### src/rtl/blit_pkg.sv
package blit_pkg;

   localparam int unsigned RA_SRC    = 0;
   localparam int unsigned RA_DST    = 1;
   localparam int unsigned RA_SIZE   = 2;
   localparam int unsigned RA_CTRL   = 3;
   localparam int unsigned RA_COLOUR = 4;
   localparam int unsigned RA_PITCH  = 5;
   localparam int unsigned RA_STATUS = 6;

   localparam int unsigned CTRL_GO_BIT  = 31;
   localparam int unsigned CTRL_REV_BIT = 27;
   localparam int unsigned CTRL_OP_LSB  = 16;
   localparam int unsigned CTRL_OP_W    = 4;
   localparam int unsigned STAT_BUSY_BIT = 3;

   localparam logic [CTRL_OP_W-1:0] OP_COPY = 4'd0;
   localparam logic [CTRL_OP_W-1:0] OP_FILL = 4'd1;

   typedef enum logic [1:0] {
      WS_IDLE  = 2'd0,
      WS_READ  = 2'd1,
      WS_WRITE = 2'd2,
      WS_FILL  = 2'd3
   } walk_state_e;

endpackage

### src/rtl/blit_regs.sv
module blit_regs
   import blit_pkg::*;
#(
   parameter int unsigned DATA_W = 32,
   parameter int unsigned REG_AW = 3
) (
   input  logic              clk,
   input  logic              rst_n,
   input  logic              reg_we,
   input  logic [REG_AW-1:0] reg_addr,
   input  logic [DATA_W-1:0] reg_wdata,
   output logic [DATA_W-1:0] reg_rdata,
   input  logic              busy,
   output logic              launch,
   output logic              launch_fill,
   output logic              dir_rev,
   output logic [DATA_W-1:0] src_xy,
   output logic [DATA_W-1:0] dst_xy,
   output logic [DATA_W-1:0] size_wh,
   output logic [DATA_W-1:0] colour,
   output logic [DATA_W-1:0] pitch
);
   localparam int unsigned HALF = DATA_W / 2;

   logic [DATA_W-1:0] src_q, dst_q, size_q, ctrl_q, col_q, pitch_q;
   logic [DATA_W-1:0] size_new;
   logic [CTRL_OP_W-1:0] op_new;
   logic wr_ok, op_ok, dims_ok;

   assign wr_ok    = reg_we && !busy;
   assign op_new   = reg_wdata[CTRL_OP_LSB +: CTRL_OP_W];
   assign op_ok    = (op_new == OP_COPY) || (op_new == OP_FILL);
   assign size_new = size_q;
   assign dims_ok  = (size_new[DATA_W-1:HALF] != '0) && (size_new[HALF-1:0] != '0);

   assign launch      = wr_ok && (reg_addr == REG_AW'(RA_CTRL)) &&
                        reg_wdata[CTRL_GO_BIT] && op_ok && dims_ok;
   assign launch_fill = (op_new == OP_FILL);

   always_ff @(posedge clk or negedge rst_n) begin
      if (!rst_n) begin
         src_q   <= '0;
         dst_q   <= '0;
         size_q  <= '0;
         ctrl_q  <= '0;
         col_q   <= '0;
         pitch_q <= '0;
      end else if (wr_ok) begin
         case (reg_addr)
            REG_AW'(RA_SRC):    src_q   <= reg_wdata;
            REG_AW'(RA_DST):    dst_q   <= reg_wdata;
            REG_AW'(RA_SIZE):   size_q  <= reg_wdata;
            REG_AW'(RA_COLOUR): col_q   <= reg_wdata;
            REG_AW'(RA_PITCH):  pitch_q <= reg_wdata;
            REG_AW'(RA_CTRL): begin
               ctrl_q <= reg_wdata;
               ctrl_q[CTRL_GO_BIT] <= 1'b0;
            end
            default: ;
         endcase
      end
   end

   always_comb begin
      reg_rdata = '0;
      case (reg_addr)
         REG_AW'(RA_SRC):    reg_rdata = src_q;
         REG_AW'(RA_DST):    reg_rdata = dst_q;
         REG_AW'(RA_SIZE):   reg_rdata = size_q;
         REG_AW'(RA_CTRL):   reg_rdata = ctrl_q;
         REG_AW'(RA_COLOUR): reg_rdata = col_q;
         REG_AW'(RA_PITCH):  reg_rdata = pitch_q;
         REG_AW'(RA_STATUS): reg_rdata[STAT_BUSY_BIT] = busy;
         default:            reg_rdata = '0;
      endcase
   end

   assign dir_rev = ctrl_q[CTRL_REV_BIT];
   assign src_xy  = src_q;
   assign dst_xy  = dst_q;
   assign size_wh = size_q;
   assign colour  = col_q;
   assign pitch   = pitch_q;
endmodule

### src/rtl/blit_walker.sv
module blit_walker #(
   parameter int unsigned COORD_W    = 16,
   parameter int unsigned ADDR_W     = 32,
   parameter bit          REVERSE_EN = 1'b1
) (
   input  logic                 clk,
   input  logic                 rst_n,
   input  logic                 load,
   input  logic                 step,
   input  logic                 rev,
   input  logic [2*COORD_W-1:0] src_xy,
   input  logic [2*COORD_W-1:0] dst_xy,
   input  logic [2*COORD_W-1:0] size_wh,
   input  logic [2*COORD_W-1:0] pitch,
   output logic [ADDR_W-1:0]    src_addr,
   output logic [ADDR_W-1:0]    dst_addr,
   output logic                 last
);
   localparam int unsigned LW = 2 * COORD_W;
   localparam logic [COORD_W-1:0] ONE = COORD_W'(1);

   logic [COORD_W-1:0] cx_q, cy_q;
   logic [COORD_W-1:0] w, h;
   logic [COORD_W-1:0] sx, sy, dx, dy;
   logic [LW-1:0]      s_lin, d_lin;
   logic               row_end;

   assign w = size_wh[LW-1:COORD_W];
   assign h = size_wh[COORD_W-1:0];
   assign row_end = (cx_q == w - ONE);
   assign last    = row_end && (cy_q == h - ONE);

   always_ff @(posedge clk or negedge rst_n) begin
      if (!rst_n) begin
         cx_q <= '0;
         cy_q <= '0;
      end else if (load) begin
         cx_q <= '0;
         cy_q <= '0;
      end else if (step) begin
         if (row_end) begin
            cx_q <= '0;
            cy_q <= cy_q + ONE;
         end else begin
            cx_q <= cx_q + ONE;
         end
      end
   end

   generate
      if (REVERSE_EN) begin : g_bidir
         always_comb begin
            if (rev) begin
               sx = src_xy[LW-1:COORD_W] - cx_q;
               sy = src_xy[COORD_W-1:0]  - cy_q;
               dx = dst_xy[LW-1:COORD_W] - cx_q;
               dy = dst_xy[COORD_W-1:0]  - cy_q;
            end else begin
               sx = src_xy[LW-1:COORD_W] + cx_q;
               sy = src_xy[COORD_W-1:0]  + cy_q;
               dx = dst_xy[LW-1:COORD_W] + cx_q;
               dy = dst_xy[COORD_W-1:0]  + cy_q;
            end
         end
      end else begin : g_fwd
         always_comb begin
            sx = src_xy[LW-1:COORD_W] + cx_q;
            sy = src_xy[COORD_W-1:0]  + cy_q;
            dx = dst_xy[LW-1:COORD_W] + cx_q;
            dy = dst_xy[COORD_W-1:0]  + cy_q;
         end
      end
   endgenerate

   assign s_lin = LW'(sy) * LW'(pitch[COORD_W-1:0]) + LW'(sx);
   assign d_lin = LW'(dy) * LW'(pitch[LW-1:COORD_W]) + LW'(dx);

   assign src_addr = s_lin[ADDR_W-1:0];
   assign dst_addr = d_lin[ADDR_W-1:0];
endmodule

### src/rtl/blit_seq.sv
module blit_seq
   import blit_pkg::*;
(
   input  logic        clk,
   input  logic        rst_n,
   input  logic        launch,
   input  logic        launch_fill,
   input  logic        last,
   input  logic [7:0]  fill_byte,
   input  logic [7:0]  rd_byte,
   output walk_state_e state,
   output logic        busy,
   output logic        load,
   output logic        step,
   output logic        use_src,
   output logic        wr_en,
   output logic [7:0]  wr_byte
);
   walk_state_e st_q, st_d;
   logic [7:0]  hold_q;

   always_comb begin
      st_d = st_q;
      case (st_q)
         WS_IDLE:  if (launch) st_d = launch_fill ? WS_FILL : WS_READ;
         WS_READ:  st_d = WS_WRITE;
         WS_WRITE: st_d = last ? WS_IDLE : WS_READ;
         WS_FILL:  st_d = last ? WS_IDLE : WS_FILL;
         default:  st_d = WS_IDLE;
      endcase
   end

   always_ff @(posedge clk or negedge rst_n) begin
      if (!rst_n) begin
         st_q   <= WS_IDLE;
         hold_q <= '0;
      end else begin
         st_q <= st_d;
         if (st_q == WS_READ) hold_q <= rd_byte;
      end
   end

   assign state   = st_q;
   assign busy    = (st_q != WS_IDLE);
   assign load    = (st_q == WS_IDLE) && launch;
   assign step    = (st_q == WS_WRITE) || (st_q == WS_FILL);
   assign wr_en   = step;
   assign use_src = (st_q == WS_READ);
   assign wr_byte = (st_q == WS_FILL) ? fill_byte : hold_q;
endmodule

### src/rtl/blit_engine.sv
module blit_engine
   import blit_pkg::*;
#(
   parameter int unsigned COORD_W    = 16,
   parameter int unsigned DATA_W     = 32,
   parameter int unsigned ADDR_W     = 32,
   parameter int unsigned REG_AW     = 3,
   parameter bit          REVERSE_EN = 1'b1
) (
   input  logic              clk,
   input  logic              rst_n,
   input  logic              reg_we,
   input  logic [REG_AW-1:0] reg_addr,
   input  logic [DATA_W-1:0] reg_wdata,
   output logic [DATA_W-1:0] reg_rdata,
   output logic [ADDR_W-1:0] mem_addr,
   output logic              mem_we,
   output logic [7:0]        mem_wdata,
   input  logic [7:0]        mem_rdata
);
   generate
      if (DATA_W != 2 * COORD_W) begin : g_bad_pack
         $error("DATA_W must hold two coordinates");
      end
      if (ADDR_W > 2 * COORD_W) begin : g_bad_addr
         $error("ADDR_W exceeds the linear address width");
      end
      if (REG_AW < 3) begin : g_bad_aw
         $error("REG_AW too small for the register map");
      end
   endgenerate

   logic              busy, launch, launch_fill, dir_rev;
   logic              load, step, use_src, last;
   logic [DATA_W-1:0] src_xy, dst_xy, size_wh, colour, pitch;
   logic [ADDR_W-1:0] src_addr, dst_addr;
   walk_state_e       state;

   blit_regs #(.DATA_W(DATA_W), .REG_AW(REG_AW)) u_regs (
      .clk, .rst_n, .reg_we, .reg_addr, .reg_wdata, .reg_rdata,
      .busy, .launch, .launch_fill, .dir_rev,
      .src_xy, .dst_xy, .size_wh, .colour, .pitch
   );

   blit_walker #(.COORD_W(COORD_W), .ADDR_W(ADDR_W), .REVERSE_EN(REVERSE_EN)) u_walk (
      .clk, .rst_n, .load, .step, .rev(dir_rev),
      .src_xy, .dst_xy, .size_wh, .pitch,
      .src_addr, .dst_addr, .last
   );

   blit_seq u_seq (
      .clk, .rst_n, .launch, .launch_fill, .last,
      .fill_byte(colour[7:0]), .rd_byte(mem_rdata),
      .state, .busy, .load, .step, .use_src,
      .wr_en(mem_we), .wr_byte(mem_wdata)
   );

   assign mem_addr = use_src ? src_addr : dst_addr;
endmodule

### config.mk
export PLATFORM = sky130hd
export DESIGN_NAME = blit_engine
export DESIGN_NICKNAME = d
export VERILOG_FILES = /design/src/rtl/blit_pkg.sv /design/src/rtl/blit_regs.sv /design/src/rtl/blit_walker.sv /design/src/rtl/blit_seq.sv /design/src/rtl/blit_engine.sv
export SDC_FILE = /design/constraint.sdc
export NUM_CORES = 2
export LEC_CHECK = 0
export BUFFER_PORTS_ARGS = -buffer_cell sky130_fd_sc_hd__buf_2
export CAP_MARGIN = 25
export CELL_PAD_IN_SITES_DETAIL_PLACEMENT = 0
export CELL_PAD_IN_SITES_GLOBAL_PLACEMENT = 1
export CORE_ASPECT_RATIO = 1.2
export CORE_MARGIN = 3
export CORE_UTILIZATION = 46
export CTS_CLUSTER_SIZE = 40
export DETAILED_ROUTE_END_ITERATION = 16
export PLACE_DENSITY_LB_ADDON = 0.1
export SLEW_MARGIN = 20
export SYNTH_ARGS = -nofsm -noshare
export SYNTH_HDL_FRONTEND = slang
export SYNTH_HIERARCHICAL = 1
export SYNTH_SLANG_ARGS = --single-unit
### constraint.sdc
create_clock -name clk -period 9 [get_ports clk]
set_clock_uncertainty 0.2 [all_clocks]
set_input_delay 0 -clock clk [delete_from_list [all_inputs] [get_ports clk]]
set_output_delay 0 -clock clk [all_outputs]
set_load 0.005 [all_outputs]
### After elaboration in Yosys (flattened, before gate mapping)

Cells that the tools add are included.

| word-level totals | value |
|---|---|
| logic and storage cells | 85 |
| output and inout port bits | 73 |
| bits in registers | 233 |

| operators by class | value |
|---|---|
| multiplexer cells | 20 |
| add/sub/neg operators | 14 |
| equal/unequal tests | 13 |
| multipliers | 2 |
| reduce and logical (&&, ||, !) cells | 26 |

Operator list:

| kind | number |
|---|---|
| $pmux 28 s6 | 1 |
| $mux 16 | 10 |
| $add 16x16->16 | 4 |
| $add 32x16->32 | 2 |
| $mul 16x16->32 | 2 |
| $sub 16x16->16 | 4 |
| $add 16x1->16 const B | 2 |
| $eq 16x16->1 | 2 |
| $mux 32 | 1 |
| $reduce_bool 16->1 | 2 |
| $sub 16x1->16 const B | 2 |
| $pmux 3 s6 | 1 |
| $reduce_and 2->1 | 7 |
| $eq 3x3->1 const B | 3 |
| $logic_and 1x1->1 | 8 |
| $mux 8 | 1 |
| $pmux 2 s4 | 1 |
| $pmux 1 s7 | 1 |
| $eq 3x2->1 const B | 2 |
| $mux 2 | 3 |
| $reduce_bool 2->1 | 3 |
| $eq 2x2->1 const B | 2 |
| $eq 4x1->1 const B | 1 |
| $logic_not 4->1 | 1 |
| 8 further kinds | 9 |

### Longest topological paths before layout

| logic depth | value |
|---|---|
| word-level depth | 10 |
| mapped depth | 39 |
| gate-level depth less buffers | 37 |

### Modules after synthesis

The synthesis kept the hierarchy.

Modules (own cells, without submodules):

| module | cells each | area each (µm²) | times used | seq. area each (µm²) |
|---|---|---|---|---|
| blit_walker | 2822 | 23694.0 | 1 | 800.8 |
| blit_regs | 584 | 8408.1 | 1 | 4779.6 |
| blit_engine | 36 | 544.3 | 1 | 0.0 |
| blit_seq | 37 | 540.5 | 1 | 250.2 |

### Worst setup path after synthesis

Ideal clock, no wire load.

| timing path | value |
|---|---|
| path kind | register -> output |
| start | register u_regs.ctrl_q[27] |
| end | output mem_addr[30] |
| path slack | -764 ps |
| cell stages (with the launch flop) | 39 |
| arrival | 9564 ps |
| cells stage by stage | dfrtp_1 clkbuf_1 clkbuf_1 clkbuf_1 mux2i_1 fa_1 a31oi_1 o21ai_0 o211ai_1 a221oi_1 a2111oi_0 nor2_1 a211o_1 a21oi_1 xnor2_1 clkbuf_1 nand2_1 fa_1 [... 3 more ...] fa_1 fa_1 inv_1 fa_1 inv_1 ha_1 a21o_1 a21o_1 a21o_1 a21oi_1 nor2b_1 o41ai_1 o41ai_1 a211oi_1 o21bai_1 a21oi_1 xnor2_1 mux2_4 |

| between the ends | value |
|---|---|
| longest elaborated chain between the ends | 4 |
| elaborated cells between the ends (all ways) | 9 |

Ends and longest elaborated chain:

| element | RTL line | source |
|---|---|---|
| start, declared | blit_regs.sv:25 | `logic [DATA_W-1:0] src_q, dst_q, size_q, ctrl_q, col_q, pitch_q;` |
| start signal, assigned | blit_regs.sv:56 | `ctrl_q <= reg_wdata;` |
| $mux 16 | blit_walker.sv:53 | `if (rev) begin` |
| $mul 16x16->32 | blit_walker.sv:76 | `assign d_lin = LW'(dy) * LW'(pitch[LW-1:COORD_W]) + LW'(dx);` |
| $add 32x16->32 (*) | blit_walker.sv:76 |  |
| named net dst_addr[30] | blit_engine.sv:36 | `logic [ADDR_W-1:0] src_addr, dst_addr;` |
| $mux 32 (*) | blit_engine.sv:58 | `assign mem_addr = use_src ? src_addr : dst_addr;` |
| end, declared | blit_engine.sv:16 | `output logic [ADDR_W-1:0] mem_addr,` |

The timed path passes the listed nets; every way through them passes the cells marked *.

### Final worst setup path

| timing path | value |
|---|---|
| start | register u_walk.cy_q[1] |
| end | output mem_addr[28] |

| between the ends | value |
|---|---|
| longest elaborated chain between the ends | 5 |
| elaborated cells between the ends (all ways) | 11 |

Ends and longest elaborated chain:

| element | RTL line | source |
|---|---|---|
| start, declared | blit_walker.sv:22 | `logic [COORD_W-1:0] cx_q, cy_q;` |
| start signal, assigned | blit_walker.sv:43 | `cy_q <= cy_q + ONE;` |
| $add 16x16->16 / $sub 16x16->16 (equally long branches) | blit_walker.sv:62, blit_walker.sv:57 |  |
| $mux 16 (*) | blit_walker.sv:53 |  |
| $mul 16x16->32 (*) | blit_walker.sv:76 |  |
| $add 32x16->32 (*) | blit_walker.sv:76 |  |
| named net dst_addr[28] | blit_engine.sv:36 |  |
| $mux 32 (*) | blit_engine.sv:58 |  |

Marks and branches as above.

==> flow_summary_export.csv <==
group,metric,value,unit
setup_path,crit_fanout,4,
global_route,grt-ovfl-total,0,
timing,drv_slew,0,
synth,netlist_area,33200,um^2
job,max_cap_viol_count,0,
timing,max_slew_margin,0.313,
drt,drt-total-wl,99700,um
floorplan,rows,107,
placed_design,pre_cts_slack,-0.398,ns
synth,async_reset_ff_frac,1.00,
synth,synth.ff_latch_count,233,
setup_path,reg2reg_slack,4.57,ns
floorplan,die_h,300,um
timing,hold-worst-slack,0.0450,ns
placed_design,place.gp.congestion,0.865,
floorplan,ios,119,
synth,ys_types,88,
synth,syn_nets,4209,
synth,synth_warnings,6,
layout,finalNonFillerCells,4687,
run_status,violations,"negative setup slack",
layout,nets,4475,
layout,nFillCells,6593,
cts,cts.htree.levels,1,
timing,finalHoldViolCount,0,
synth,synthFlopType,"dfrtp_1",
synth,netlist.area_leader.share,0.256,
hold_path,hold_path.class,"primary input to register",
drt,via_per_inst,5.55,
cts,path_clk_slew,0.07,ns
timing,rsz0062_at_grt,"yes",
timing,fin_ws,-0.589,ns
floorplan,core-area,71200,um^2
cts,cts_buffers,22,
drt,drcViolationCount,0,
floorplan,die_w,251,um
timing,post-route-period-util,1.07,
drt,drtPass1Iterations,5,
timing,tns,-5.05,ns
cts,clock_sinks,233,
drt,first_iter_violations,1454,
placed_design,dp_cells,4565,
drt,postRouteAntennaNets,0,
setup_path,cp.required,8.80,ns
setup_path,end_kind,"output port",
timing,min_period,9.59,ns
timing,setup_violations,14,
synth,ys_seq_area_frac,0.176,
global_route,antenna_found_initial,0,
cts,cts_root_buf,"clkbuf_16",
layout,drive_above_1_share,0.204,
synth,synth.largest_area_cell,"fa_1",
cts,clockBufferDepth,3,
drt,routedWlPerCell,21.3,um
setup_path,timing.critical_path.mode_cell,"fa_1",
run_status,status,"complete, but fails checks",
synth,avgSynthCellArea,9.54,um^2
global_route,grt_max_degree,108,
setup_path,start_kind,"register",
drt,vias,26000,
placed_design,place.port_buffers,118,
cts,clk_latency,0.53,ns
setup_path,path_class,"register to output port",
synth,yosys-top-cells-area,"fa_1, dfrtp_1, ha_1",
synth,syn_inst,3479,
floorplan,die_area,75400,um^2
setup_path,cpPeakStageDelay,0.55,ns
global_route,grt_usage,0.265,
timing,timing.fmax,104,MHz
cts,tritoncts,"done",
timing,tightest_slew,1.02,ns
layout,area_growth,15.1,%
floorplan,initial_core_util,0.466,
synth,synth_edf_count,0,
placed_design,hpwl,79700,um
global_route,grt_pass1_vias,28200,
global_route,grt_pass1_wl,157000,um
setup_path,slowest_stage,"fa_1",
setup_path,crit_arrival,9.39,ns
[stage by stage]
step / utilization / instance area, um^2
floorplan: - / 33300
global placement: 0.503 / 35900
detailed placement: 0.503 / 35900
CTS: 0.531 / 37800
global route: 0.536 / 38200
finish: 0.536 / 38200
[repair_timing]
item,CTS,global route
endpoints found under the hold margin,307,0
setup endpoints to repair,16,17
resized for setup,93,58
setup buffers,25,16
pin swaps,78,65
hold buffers,43,0
[final cells by class]
type,count,area [um^2],area share
tap,926,1160,0.0303
inverter,569,2140,0.0559
antenna,1,2.50,0.0000655
clock inverter,8,193,0.00505
timing repair buffer,393,2950,0.0772
sequential,233,5830,0.153
multi-input combinational,2526,25300,0.662
clock buffer,31,626,0.0164
[registers in the layout, indices dropped and copies added, names as in the netlist]
register        cells
u_regs/colour      32
u_regs/ctrl_q      31
u_regs/dst_xy      32
u_regs/pitch       32
u_regs/size_wh     32
u_regs/src_xy      32
u_seq/hold_q        8
u_seq/state         2
u_walk/cx_q        16
u_walk/cy_q        16
[cell usage in the layout, fill, tap and decap left out, types with 9 or more instances in the layout]
| cell type | synthesis | routed |
|---|---|---|
| nand4_1 | 15 | 15 |
| mux2_1 | 12 | 12 |
| a22oi_1 | 94 | 93 |
| o21a_1 | 13 | 13 |
| xnor2_2 | 1 | 13 |
| a31oi_1 | 13 | 12 |
| a21oi_1 | 99 | 77 |
| buf_2 | 19 | 109 |
| nor3_1 | 48 | 43 |
| mux2_4 | 67 | 67 |
| nor2_1 | 112 | 108 |
| nand3_1 | 62 | 61 |
| xnor2_1 | 143 | 129 |
| dfrtp_1 | 233 | 232 |
| nor2b_1 | 40 | 39 |
| nand2_1 | 308 | 304 |
| or3_1 | 17 | 16 |
| buf_4 | 3 | 217 |
| xor2_1 | 61 | 60 |
| and3b_1 | 15 | 14 |
| a21oi_2 | 1 | 22 |
| o211ai_1 | 10 | 10 |
| nand2b_1 | 24 | 24 |
| inv_2 | 0 | 9 |
| mux2_2 | 162 | 162 |
| nand3b_1 | 14 | 14 |
| fa_1 | 424 | 417 |
| o21ai_0 | 63 | 56 |
| dlygate4sd3_1 | 0 | 42 |
| a21o_1 | 33 | 33 |
| inv_1 | 569 | 560 |
| nor4_1 | 20 | 18 |
| ha_1 | 260 | 250 |
| buf_6 | 11 | 18 |
| and2_1 | 238 | 230 |
| clkbuf_16 | 0 | 23 |
[logic make-up (layout without fill, tap and decap cells)]
kind of cell    after synthesis  after routing  synth area share
mux                         247            247            0.0912
flops                       233            233             0.176
other cells                   0              1                 0
simple gates                967            967             0.152
fa+ha+maj                   687            687             0.355
xor+xnor                    205            205            0.0543
buf+inv                     720           1001            0.0864
compound gates              420            420            0.0855
[synth_stat cells (9+ instances only)]
cell type  count
a211oi_1      13
mux2_1        12
inv_1        569
ha_1         260
nor2_1       112
a31oi_1       13
buf_6         11
nand4_1       15
xor2_1        61
nand3b_1      14
o211ai_1      10
xnor2_1      143
and3b_1       15
mux2_4        67
fa_1         424
nand2_1      308
o21bai_1       9
buf_2         19
nor2b_1       40
nand3_1       62
clkbuf_1     115
mux2_2       162
a22oi_1       94
o21a_1        13
a21o_1        33
dfrtp_1      233
a21oi_1       99
and2_1       238
nor4_1        20
nor3_1        48
o21ai_0       63
nand2b_1      24
or3_1         17
[per-layer routing]
| layer | global-route usage | up-vias | part of all wire |
|---|---|---|---|
| met1 | 0.331 | 13300 | 0.42 |
| met2 | 0.481 | 697 | 0.50 |
| li1 | - | 11800 | - |
| met4 | 0.0857 | 0 | 0.034 |
| met5 | 0 | - | 0 |
| met3 | 0.0275 | 161 | 0.045 |
[critical path, delay by kind of cell, from the launching register on]
family                     cells  cell delay (ns)
DFF                            1             0.40
muxes                          2             0.36
xor gates and xnor gates       2             0.27
and+or+nand+nor                3             0.22
buffers and inverters          9             0.93
AOI/OAI and AO/OA             15             2.82
adders and majority gates      9             3.82
[final timing paths]
| path | start | depth (start not counted) | end |
|---|---|---|---|
| setup / recovery | u_walk/cy_q[1]$_DFFE_PN0P_ | 40 | mem_addr[28] |
| hold / removal | mem_rdata[1] | 3 | u_seq/hold_q[1]$_DFFE_PN0P_ |
| setup reg to reg | u_seq/state[1]$_DFFE_PN0P_ | 13 | u_walk/cx_q[15]$_DFFE_PN0P_ |
| hold reg to reg | u_regs/colour[8]$_DFFE_PN0P_ | 1 | u_regs/colour[8]$_DFFE_PN0P_ |
| max in group asynchronous | rst_n | 5 | u_regs/dst_xy[13]$_DFFE_PN0P_ |
| min in group asynchronous | rst_n | 4 | u_regs/size_wh[24]$_DFFE_PN0P_ |
Power is not shown: default switching activity piles up to over one toggle a cycle in this logic, so the estimate is an artifact.
